===== config.mk =====
export PLATFORM = sky130hd
export DESIGN_NAME = tap_event_trig
export DESIGN_NICKNAME = d
export VERILOG_FILES = /design/src/rtl/tap_event_pkg.sv /design/src/rtl/tap_event_ctl.sv /design/src/rtl/tap_event_dp.sv /design/src/rtl/tap_event_trig.sv
export SDC_FILE = /design/constraint.sdc
export NUM_CORES = 1
export LEC_CHECK = 0
export BUFFER_PORTS_ARGS = -buffer_cell sky130_fd_sc_hd__buf_2
export CAP_MARGIN = 20
export CORE_UTILIZATION = 50
export CTS_CLUSTER_SIZE = 30
export DETAILED_ROUTE_END_ITERATION = 10
export PLACE_DENSITY = 0.81
export SLEW_MARGIN = 20
export SYNTH_ARGS = -nofsm -noshare
export SYNTH_HDL_FRONTEND = slang
export SYNTH_SLANG_ARGS = --single-unit

===== constraint.sdc =====
create_clock -name clk -period 3.08 [get_ports clk]
set_input_delay 0.924 -clock clk [delete_from_list [all_inputs] [get_ports clk]]
set_output_delay 0.924 -clock clk [all_outputs]
set_load 0.02 [all_outputs]

===== src/rtl/tap_event_pkg.sv =====
`timescale 1ns/1ps
package tap_event_pkg;
  localparam int NUM_CFG = 3;
  localparam int NIB_W   = 4;
  localparam int CFG_W   = 2 * NIB_W;
  localparam int STS_W   = NUM_CFG * NIB_W;

  typedef struct packed {
    logic [NUM_CFG-1:0][NIB_W-1:0] adcEn;
    logic [NUM_CFG-1:0][NIB_W-1:0] irqEn;
    logic [STS_W-1:0]              clrMask;
  } tapStrobes_t;

  // register index -> converter start line
  function automatic int convOf(input int idx);
    case (idx)
      0:       return 2;
      1:       return 0;
      default: return 1;
    endcase
  endfunction
endpackage


===== src/rtl/tap_event_ctl.sv =====
`timescale 1ns/1ps
module tap_event_ctl
  import tap_event_pkg::*;
(
  input  logic               clk,
  input  logic               rstN,
  input  logic [NUM_CFG-1:0] cfgWrEn,
  input  logic [CFG_W-1:0]   cfgWrData,
  input  logic               stsClrEn,
  input  logic [STS_W-1:0]   stsClrData,
  output tapStrobes_t        strb
);
  logic [NUM_CFG-1:0][CFG_W-1:0] cfgQ;

  always_ff @(posedge clk) begin
    if (!rstN) begin
      cfgQ <= '0;
    end else begin
      for (int i = 0; i < NUM_CFG; i++) begin
        if (cfgWrEn[i]) cfgQ[i] <= cfgWrData;
      end
    end
  end

  always_comb begin
    for (int i = 0; i < NUM_CFG; i++) begin
      strb.adcEn[i] = cfgQ[i][CFG_W-1:NIB_W];
      strb.irqEn[i] = cfgQ[i][NIB_W-1:0];
    end
    strb.clrMask = stsClrEn ? stsClrData : '0;
  end
endmodule


===== src/rtl/tap_event_dp.sv =====
`timescale 1ns/1ps
module tap_event_dp
  import tap_event_pkg::*;
#(
  parameter int LO_BASE = 6,
  parameter int HI_BASE = 10,
  parameter int WIN_W   = 8
) (
  input  logic               clk,
  input  logic               rstN,
  input  logic [WIN_W-1:0]   tapWin,
  input  tapStrobes_t        strb,
  output logic [NUM_CFG-1:0] adcStart,
  output logic [STS_W-1:0]   irqStatus,
  output logic               irqReq
);
  logic [WIN_W-1:0]              prevWin;
  logic                          prevValid;
  logic [WIN_W-1:0]              riseWin;
  logic [NUM_CFG-1:0][NIB_W-1:0] tapRise;
  logic [NUM_CFG-1:0][NIB_W-1:0] stsSet;
  logic [NUM_CFG-1:0]            adcNext;
  logic [NUM_CFG-1:0]            adcQ;
  logic [STS_W-1:0]              stsQ;

  always_ff @(posedge clk) begin
    if (!rstN) begin
      prevWin   <= '0;
      prevValid <= 1'b0;
    end else begin
      prevWin   <= tapWin;
      prevValid <= 1'b1;
    end
  end

  assign riseWin = prevValid ? (tapWin & ~prevWin) : '0;

  for (genvar g = 0; g < NUM_CFG; g++) begin : g_src
    localparam int OFS  = ((g == 0) ? LO_BASE : HI_BASE) - LO_BASE;
    localparam int CONV = convOf(g);
    assign tapRise[g]    = riseWin[OFS +: NIB_W];
    assign adcNext[CONV] = |(tapRise[g] & strb.adcEn[g]);
    assign stsSet[g]     = tapRise[g] & strb.irqEn[g];
  end

  always_ff @(posedge clk) begin
    if (!rstN) begin
      adcQ <= '0;
      stsQ <= '0;
    end else begin
      adcQ <= adcNext;
      stsQ <= (stsQ & ~strb.clrMask) | stsSet;
    end
  end

  assign adcStart  = adcQ;
  assign irqStatus = stsQ;
  assign irqReq    = |(stsQ & strb.irqEn);
endmodule


===== src/rtl/tap_event_trig.sv =====
`timescale 1ns/1ps
module tap_event_trig
  import tap_event_pkg::*;
#(
  parameter int CNT_W   = 16,
  parameter int LO_BASE = 6,
  parameter int HI_BASE = 10
) (
  input  logic               clk,
  input  logic               rstN,
  input  logic [CNT_W-1:0]   cntVal,
  input  logic [NUM_CFG-1:0] cfgWrEn,
  input  logic [CFG_W-1:0]   cfgWrData,
  input  logic               stsClrEn,
  input  logic [STS_W-1:0]   stsClrData,
  output logic [NUM_CFG-1:0] adcStart,
  output logic [STS_W-1:0]   irqStatus,
  output logic               irqReq
);
  localparam int WIN_HI = HI_BASE + NIB_W - 1;
  localparam int WIN_W  = WIN_HI - LO_BASE + 1;

  tapStrobes_t    strb;
  logic           unusedCntBits;

  assign unusedCntBits = ^{cntVal[LO_BASE-1:0], cntVal[CNT_W-1:WIN_HI+1]};

  tap_event_ctl u_ctl (
    .clk        (clk),
    .rstN       (rstN),
    .cfgWrEn    (cfgWrEn),
    .cfgWrData  (cfgWrData),
    .stsClrEn   (stsClrEn),
    .stsClrData (stsClrData),
    .strb       (strb)
  );

  tap_event_dp #(
    .LO_BASE (LO_BASE),
    .HI_BASE (HI_BASE),
    .WIN_W   (WIN_W)
  ) u_dp (
    .clk       (clk),
    .rstN      (rstN),
    .tapWin    (cntVal[WIN_HI:LO_BASE]),
    .strb      (strb),
    .adcStart  (adcStart),
    .irqStatus (irqStatus),
    .irqReq    (irqReq)
  );
endmodule


Word-level counts from Yosys, hierarchy flattened
Cells that the tools add are included.
W data, S select, Z words.
Storage, ports and cells
  register bits: 48
  output and inout port bits: 16
  word-level logic and storage cells: 26
Cells by class
  mux-type cells: 3
  bitwise operators: 12
  reductions and logical operators: 4
Operator list (count)
  $and A12 B12 Y12: 2
  $and A4 B4 Y4: 6
  $mux W12: 1
  $not A12 Y12: 1
  $or A12 B12 Y12: 1
  $reduce_or A12 Y1: 1
  $reduce_or A4 Y1: 3
  $and A8 B8 Y8: 1
  $mux W8: 1
  $not A8 Y8: 1
  $mux W1: 1

Logic depth before layout (Yosys ltp)
Gate-level depths: netlist of the first run.
  depth after elaboration: 5
  depth in mapped cells: 4
  gate-level depth less buffers: 3

By module
From an unflattened synthesis of the first run, not the netlist that was laid out.
Unflattened totals
  cells, all modules: 186
  area, all modules: 1925.6 um^2
By module, submodules not included
  tap_event_ctl: instances 1, cells an instance 90, area an instance 994.7 um^2, seq. area each 480.5 um^2
  tap_event_dp: instances 1, cells an instance 96, area an instance 930.9 um^2, seq. area each 480.5 um^2

Worst setup path before layout of the first run
No wires, ideal clock.
  path type: reg2out
  start point: register u_dp.stsQ[4] (netlist: u_dp.irqStatus[4])
  end point: output port irqReq
  arrival: 1.033 ns
  data required time: 2.156 ns
  path slack: 1.123 ns
  cell stages (with the launch flop): 4
  path buffers: 0
  cell sequence: dfxtp_1 > a22o_1 > a221oi_1 > nand3_1
Between the ends
  cells in the longest elaborated chain, start to end: 2
RTL lines
  start, declared: line tap_event_dp.sv:24  | logic [STS_W-1:0] stsQ;
  start signal, assigned: line tap_event_dp.sv:52  | stsQ <= (stsQ & ~strb.clrMask) | stsSet;
  $and A12 B12 Y12: line tap_event_dp.sv:58  | assign irqReq = |(stsQ & strb.irqEn);
  $reduce_or A12 Y1: line tap_event_dp.sv:58
  end, declared: line tap_event_trig.sv:18  | output logic irqReq
Every way passes these cells.

Worst setup path in the final report of the first run
  start point: register u_dp.stsQ[7] (netlist: u_dp.irqStatus[7])
  end point: output port irqReq
The elaborated chain is that of the path after synthesis.

==> results.md, run 1 <==
* Outcome: completed
* Sw power at about 0.00027 W
* CP top delay family: compound AO/OA/AOI/OAI gates
* Cells along the critical path: a22o_1 -> a221oi_1 -> nand3_1 -> buf_2
* ANT cells at 0
* Die width at approximately 62 um
* I/O pins at between 50 and 60
* Largest net degree at the start of global routing at 40
* Synth Warn # at 0
* Syn Nets at about 220
* Cell area after synthesis at between 0.0015 and 0.002 mm^2
* Avg WL per Cell at about 14 um
* First-pass GRT wire length at 5.56 mm
* Worst Tran Pin Value at 626 ps
* Final net count at 265
* Global placer's final weighted congestion at roughly 0.74
* Synthesis-to-finish area growth at 16.7%
* Die area at between 0.003 and 0.004 mm^2
* Flop pwr share at 0.618
* Root buffer cell: clkbuf_4
* Maximum vdd drop at 0.254 mV
* Num rows at 21
* Gate power share at 0.104
* Fin Hold WS at 492 ps
* CORE AREA at around 0.0034 mm^2
* Clock Latency Late Sink at 370 ps
* Sequential fraction of the synthesis area at 0.535
* Rel. slew slack at 0.582
* CP arrival at 1510 ps
* Hpwl dp at between 2 and 3 mm
* Total GRT Usage at 0.208
* Crit start category: flip-flop
* Share of total power in the clock network at 0.278
* Top cells by area, synth: dfxtp_1 54%, mux2i_1 13%, nor2_1 6.9%
* Total negative slack at 0 ps
* Hold Vio Cnt, Final at 0
* Number of global-route vias before repair at approximately 1.2k
* Share of layout cells above drive strength 1 at 0.277
* WP data required at ~2200 ps
* Initial antenna violation count at 0
* Crit share post-route at 0.789
* Max Cap Viol at 0
* Residual DRC count at 0
* CP Capture Type: primary output
* Power density cells at 517 mW/mm^2
* Number of buffers on the longest clock path at 2
* Starting density of the core at 0.530
* RSZ-0062 raised after global routing: false
* Initial drt markers at 97
* Clock skew at 11.1 ps
* Final min period at between 2000 and 2500 ps
* Htree depth at 2
* Setup violators final at 0
* Synth Instances at around 180
* Via Count at ~1.4k
* Sw Share at 0.251
* Die Y at between 60 and 70 um
* Clk sinks at 48
* CP max stage cell: dfxtp_1
* CTS tree: done
* Worst Path Buf+Inv at 1
* Post-synthesis register bit count at 48
* Antenna Violating Nets Remaining at 0
* Yosys top cell by area: dfxtp_1
* Syn_area_per_cell at 10.2 um^2
* Power Internal at between 0.0008 and 0.0009 W
* Max FO, Critical Path at 3
* Clock-pin slew of the registers on the worst-case setup and hold paths at about 130 ps
* Cts hold-fix bufs at 0
* Clock buffer count from CTS at 5
* Total global routing overflow at 0
* Netlist cell types at 20
* Crit Path Class: reg -> out
* Fillers at 280
* Routed Wire Length at roughly 3.8 mm
* PostCTS Resize Cnt at 0
* Hold Crit Class: reg -> reg
* Fmax at 411 MHz
* Slew Viols, Final at 0
* CP max stage delay at 360 ps
* Top cell type's share of synthesized area at 0.535
* Post-CTS setup buffer count at 0
* Mean number of vias per cell at 5.31
* DRT Pass-1 Iters at 4
* Leakage at 0.976 nW
* Port bufs at just under 50
==> Yosys cell counts (all sizes together) <==
library cell / number
nand2: 15
a221oi: 3
buf: 9
a22oi: 12
a22o: 3
mux2i: 24
and3b: 4
inv: 1
and2: 8
a31oi: 2
nor2b: 1
nand3: 1
a21oi: 5
dfxtp: 48
nand4b: 5
nor2: 33
and4b: 1
a32oi: 1
==> cells in the final DEF (no fill, tap or decap), types with 2 or more instances in the layout <==
master,instances
and2_1,8
a22oi_1,12
a31oi_1,2
nand2_1,15
clkinv_2,2
a22o_1,3
mux2i_1,24
clkbuf_4,5
buf_2,49
dfxtp_1,48
a21oi_1,5
and3b_2,3
a221oi_1,3
nand4b_1,5
nor2_1,33
==> flip-flops by register name (all words and copies together), names as in the netlist <==
name and count:
u_ctl.strb 24, u_dp.adcStart 3, u_dp.irqStatus 12, u_dp.prevValid 1, u_dp.prevWin 8
==> layout make-up <==
class	count	area, um^2	share of cell area
flip-flops and latches	48	961	0.459
repair buffers	49	245	0.117
clock buffers	6	51.3	0.0245
well taps	46	57.6	0.0275
inverters	1	3.75	0.00179
multi-input cells	118	767	0.366
clock inverters	2	10.0	0.00478
==> metrics by stage <==
| step | utilization | cell area (um^2) | power, W | std cells | setup WS (ps) |
|---|---|---|---|---|---|
| 6_report | 0.618 | 2100 | 0.00108 | 270 | 650 |
| 5_1_grt | 0.618 | 2100 | 0.00114 | 270 | 534 |
| 4_1_cts | 0.618 | 2100 | 0.00109 | 270 | 627 |
| 3_5_place_dp | 0.600 | 2030 | 0.000795 | 262 | 1070 |
| 3_3_place_gp | 0.600 | 2030 | 0.000792 | 262 | 1060 |
| 2_1_floorplan | - | 1800 | 0.000753 | 176 | 1120 |
==> final timing paths <==
check,from,to,slack [ps],cells past startpoint
setup / recovery,u_dp.irqStatus[7]$_SDFF_PN0_,irqReq,650,4
setup reg to reg,u_dp.prevValid$_DFF_P_,u_dp.adcStart[0]$_SDFF_PN0_,1840,3
hold / removal,u_dp.irqStatus[3]$_SDFF_PN0_,u_dp.irqStatus[3]$_SDFF_PN0_,490,2
hold reg to reg,u_dp.irqStatus[3]$_SDFF_PN0_,u_dp.irqStatus[3]$_SDFF_PN0_,490,2
==> tightest hold or removal path, stage by stage, from the launching register on <==
cell and delay (ps):
dfxtp_1 350, nand2_1 60, a21oi_1 50
==> metal layers <==
layer  vias up  GRT usage  wire length [um]
li1        709          -                 -
met1       675      0.269              1780
met2        43      0.323              1740
met3         6     0.0704               179
met4         0     0.0794                51
met5         -          0                 0
==> power groups by stage <==
stage                     registers, W  logic [W]  clock network [W]
after detailed placement      0.000682   0.000113                  0
after floorplan               0.000683  0.0000698                  0
after global routing          0.000673   0.000124           0.000342
after global placement        0.000681   0.000111                  0
after CTS                     0.000669   0.000113           0.000312
final                         0.000669   0.000113           0.000301
==> kinds of logic (layout without fill, tap and decap cells) <==
| family | count (synthesis) | after routing | synth area share |
|---|---|---|---|
| DFF | 48 | 48 | 0.535 |
| muxes | 24 | 24 | 0.134 |
| buffers and inverters | 10 | 58 | 0.0376 |
| and+or+nand+nor | 68 | 68 | 0.188 |
| AOI/OAI and AO/OA | 26 | 26 | 0.105 |
Note: power is estimated with default switching activity, not from simulation.
==> run 2: changes to the inputs <==
- CORE_UTILIZATION: 50 -> 44
- PLACE_DENSITY: 0.81 -> 0.76
- clock period: 3.08 -> 1.95 ns (I/O delays scaled with it)
==> run 2 against run 1 <==
Against the previous run:
- design area is 4.1% higher
- critical path type unchanged
- sequential share of layout area fell by 1.6 points
- register-to-register slack worse by 1100 ps
- critical endpoint unchanged
- largest power group unchanged
- clock power up 100%
==> results.md, run 2 (same netlist as run 1, synthesis figures left out) <==
* Outcome: completed (unchanged)
* Synthesis-to-finish area growth at 21.5% (was 16.7%)
* Commonest non-fill, non-tap cells in the layout: 48 x buf_2, 44 x dfxtp_1, 33 x nor2_1, 24 x mux2i_1, 15 x nand2_1 (was 49 x buf_2, 48 x dfxtp_1, 33 x nor2_1, 24 x mux2i_1, 15 x nand2_1)
* Port bufs at 49 (unchanged)
* Cts hold-fix bufs at 0 (unchanged)
* M3 GR Usage at 0.0483 (was 0.0704)
* Fin Hold WS at 493 ps (was 492 ps)
* Number of global-route vias before repair at 1349 (was 1203)
* Hold depth at 2 (unchanged)
* Crit start category: flip-flop (unchanged)
* Number of buffers on the longest clock path at 2 (unchanged)
* Global placer's final weighted congestion at 0.742 (was 0.740)
* Leakage at 1.00 nW (was 0.976 nW)
* Root buffer cell: clkbuf_8 (was clkbuf_4)
* Residual DRC count at 0 (unchanged)
* I/O pins at 58 (unchanged)
* Num rows at 22 (was 21)
* Most common cell after layout, fill and taps aside: buf_2 (unchanged)
* FF-to-FF path depth at 3 (unchanged)
* CP max stage cell: dfxtp_2 (was dfxtp_1)
* Slew Viols, Final at 0 (unchanged)
* CP arrival at 1320 ps (was 1510 ps)
* Routed Wire Length at 3.94 mm (was 3.75 mm)
* Fmax at about 520 MHz
* Total negative slack at 0 ps (unchanged)
* Hold Vio Cnt, Final at 0 (unchanged)
* Die area at 0.00434 mm^2 (was 0.00383 mm^2)
* Number of stages on the worst setup path at 4 (unchanged)
* Clock-pin slew of the registers on the worst-case setup and hold paths at 90 ps (was 130 ps)
* Pre-CTS worst setup slack at 278 ps (was 1070 ps)
* Clock buffer count from CTS at 5 (unchanged)
* Die width at 65.9 um (was 61.9 um)
* GR peak layer: met2 (unchanged)
* Initial drt markers at 106 (was 97)
* Post-CTS setup buffer count at 0 (unchanged)
* Final net count at 266 (was 265)
* Die Y at 65.9 um (was 61.9 um)
* Cells along the critical path: a22o_1 -> a221oi_2 -> nand3_1 -> buf_6 (was a22o_1 -> a221oi_1 -> nand3_1 -> buf_2)
* Crit Path Class: reg -> out (unchanged)
* Setup violators final at 0 (unchanged)
* Initial antenna violation count at 0 (unchanged)
* M2 GR Usage at 0.329 (was 0.323)
* Crit share post-route at 0.979
* Met1 GRT Util at 0.260 (was 0.269)
* Mean number of vias per cell at 5.30 (was 5.31)
* Clock skew at 6.89 ps (was 11.1 ps)
* Clock Latency Late Sink at 290 ps (was 370 ps)
* CTS tree: done (unchanged)
* Rel. slew slack at 0.696 (was 0.582)
* Total GRT Usage at 0.203 (was 0.208)
* CP max stage delay at 340 ps (was 360 ps)
* Via Count at 1446 (was 1433)
* Power density cells at 847 mW/mm^2 (was 517 mW/mm^2)
* Max FO, Critical Path at 3 (unchanged)
* ANT cells at 0 (unchanged)
* WP data required at 1360 ps (was 2160 ps)
* Hpwl dp at 2.78 mm (was 2.65 mm)
* Htree depth at 2 (unchanged)
* CORE AREA at 0.00380 mm^2 (was 0.00339 mm^2)
* Largest register FFs at 24 (unchanged)
* Largest net degree at the start of global routing at 40 (unchanged)
* Share of layout cells above drive strength 1 at 0.307 (was 0.277)
* First-pass GRT wire length at 6.51 mm (was 5.56 mm)
* Maximum vdd drop at 0.536 mV (was 0.254 mV)
* Max Cap Viol at 0 (unchanged)
* Clk sinks at 48 (unchanged)
* CP Capture Type: primary output (unchanged)
* CP top delay family: compound AO/OA/AOI/OAI gates (unchanged)
* DRT Pass-1 Iters at 4 (unchanged)
* Antenna Violating Nets Remaining at 0 (unchanged)
* Avg WL per Cell at 14.4 um (was 13.9 um)
* Worst Tran Pin Value at 455 ps (was 626 ps)
* Starting density of the core at 0.473 (was 0.530)
* Hold Crit Class: reg -> reg (unchanged)
* Final min period at roughly 1900 ps
* Post-route worst setup slack at 41.9 ps (was 650 ps)
* Total global routing overflow at 0 (unchanged)
* Worst Path Buf+Inv at 1 (unchanged)
run 2: cell type report:
type	instances	area, um^2
fillers	353	1620
flip-flops and latches	48	966
multi-input cells	118	786
repair buffers	50	272
clock buffers	7	86.3
well taps	48	60.1
clock inverters	1	7.51
inverters	1	3.75
run 2: repair_timing:
action	in CTS	in global routing
pin swaps	0	2
endpoints found under the setup margin	1	1
resized for setup	2	7
run 2: metrics by stage:
stage | util | cells | instance area, um^2 | total power (W)
after floorplan | - | 176 | 1800 | 0.00119
after global placement | 0.542 | 265 | 2060 | 0.00126
after detailed placement | 0.542 | 265 | 2060 | 0.00126
after CTS | 0.569 | 273 | 2160 | 0.00186
after global routing | 0.574 | 273 | 2180 | 0.00193
final | 0.574 | 273 | 2180 | 0.00185
run 2: power breakdown:
group          leakage [nW]  switching [W]  internal [W]
registers             0.397      0.0000320       0.00103
clock network        0.0445       0.000315      0.000288
logic                 0.562      0.0000974     0.0000875
run 2: final timing paths:
path	from	endpoint	slack [ps]
hold reg to reg	u_ctl.strb[27]$_SDFFE_PN0P_	u_ctl.strb[27]$_SDFFE_PN0P_	490
setup / recovery	u_dp.irqStatus[4]$_SDFF_PN0_	irqReq	40
hold / removal	u_ctl.strb[27]$_SDFFE_PN0P_	u_ctl.strb[27]$_SDFFE_PN0P_	490
setup reg to reg	u_dp.prevValid$_DFF_P_	u_dp.adcStart[1]$_SDFF_PN0_	700
run 2: tightest hold or removal path: stages (launching register included):
cell     delay (ps)
dfxtp_1         330
mux2i_1          60
nor2_1           70
run 2: per-layer routing:
metal	up-vias	routed length [um]
met1	683	1770
met3	5	272
li1	712	-
met4	0	36
met2	46	1860
met5	-	0
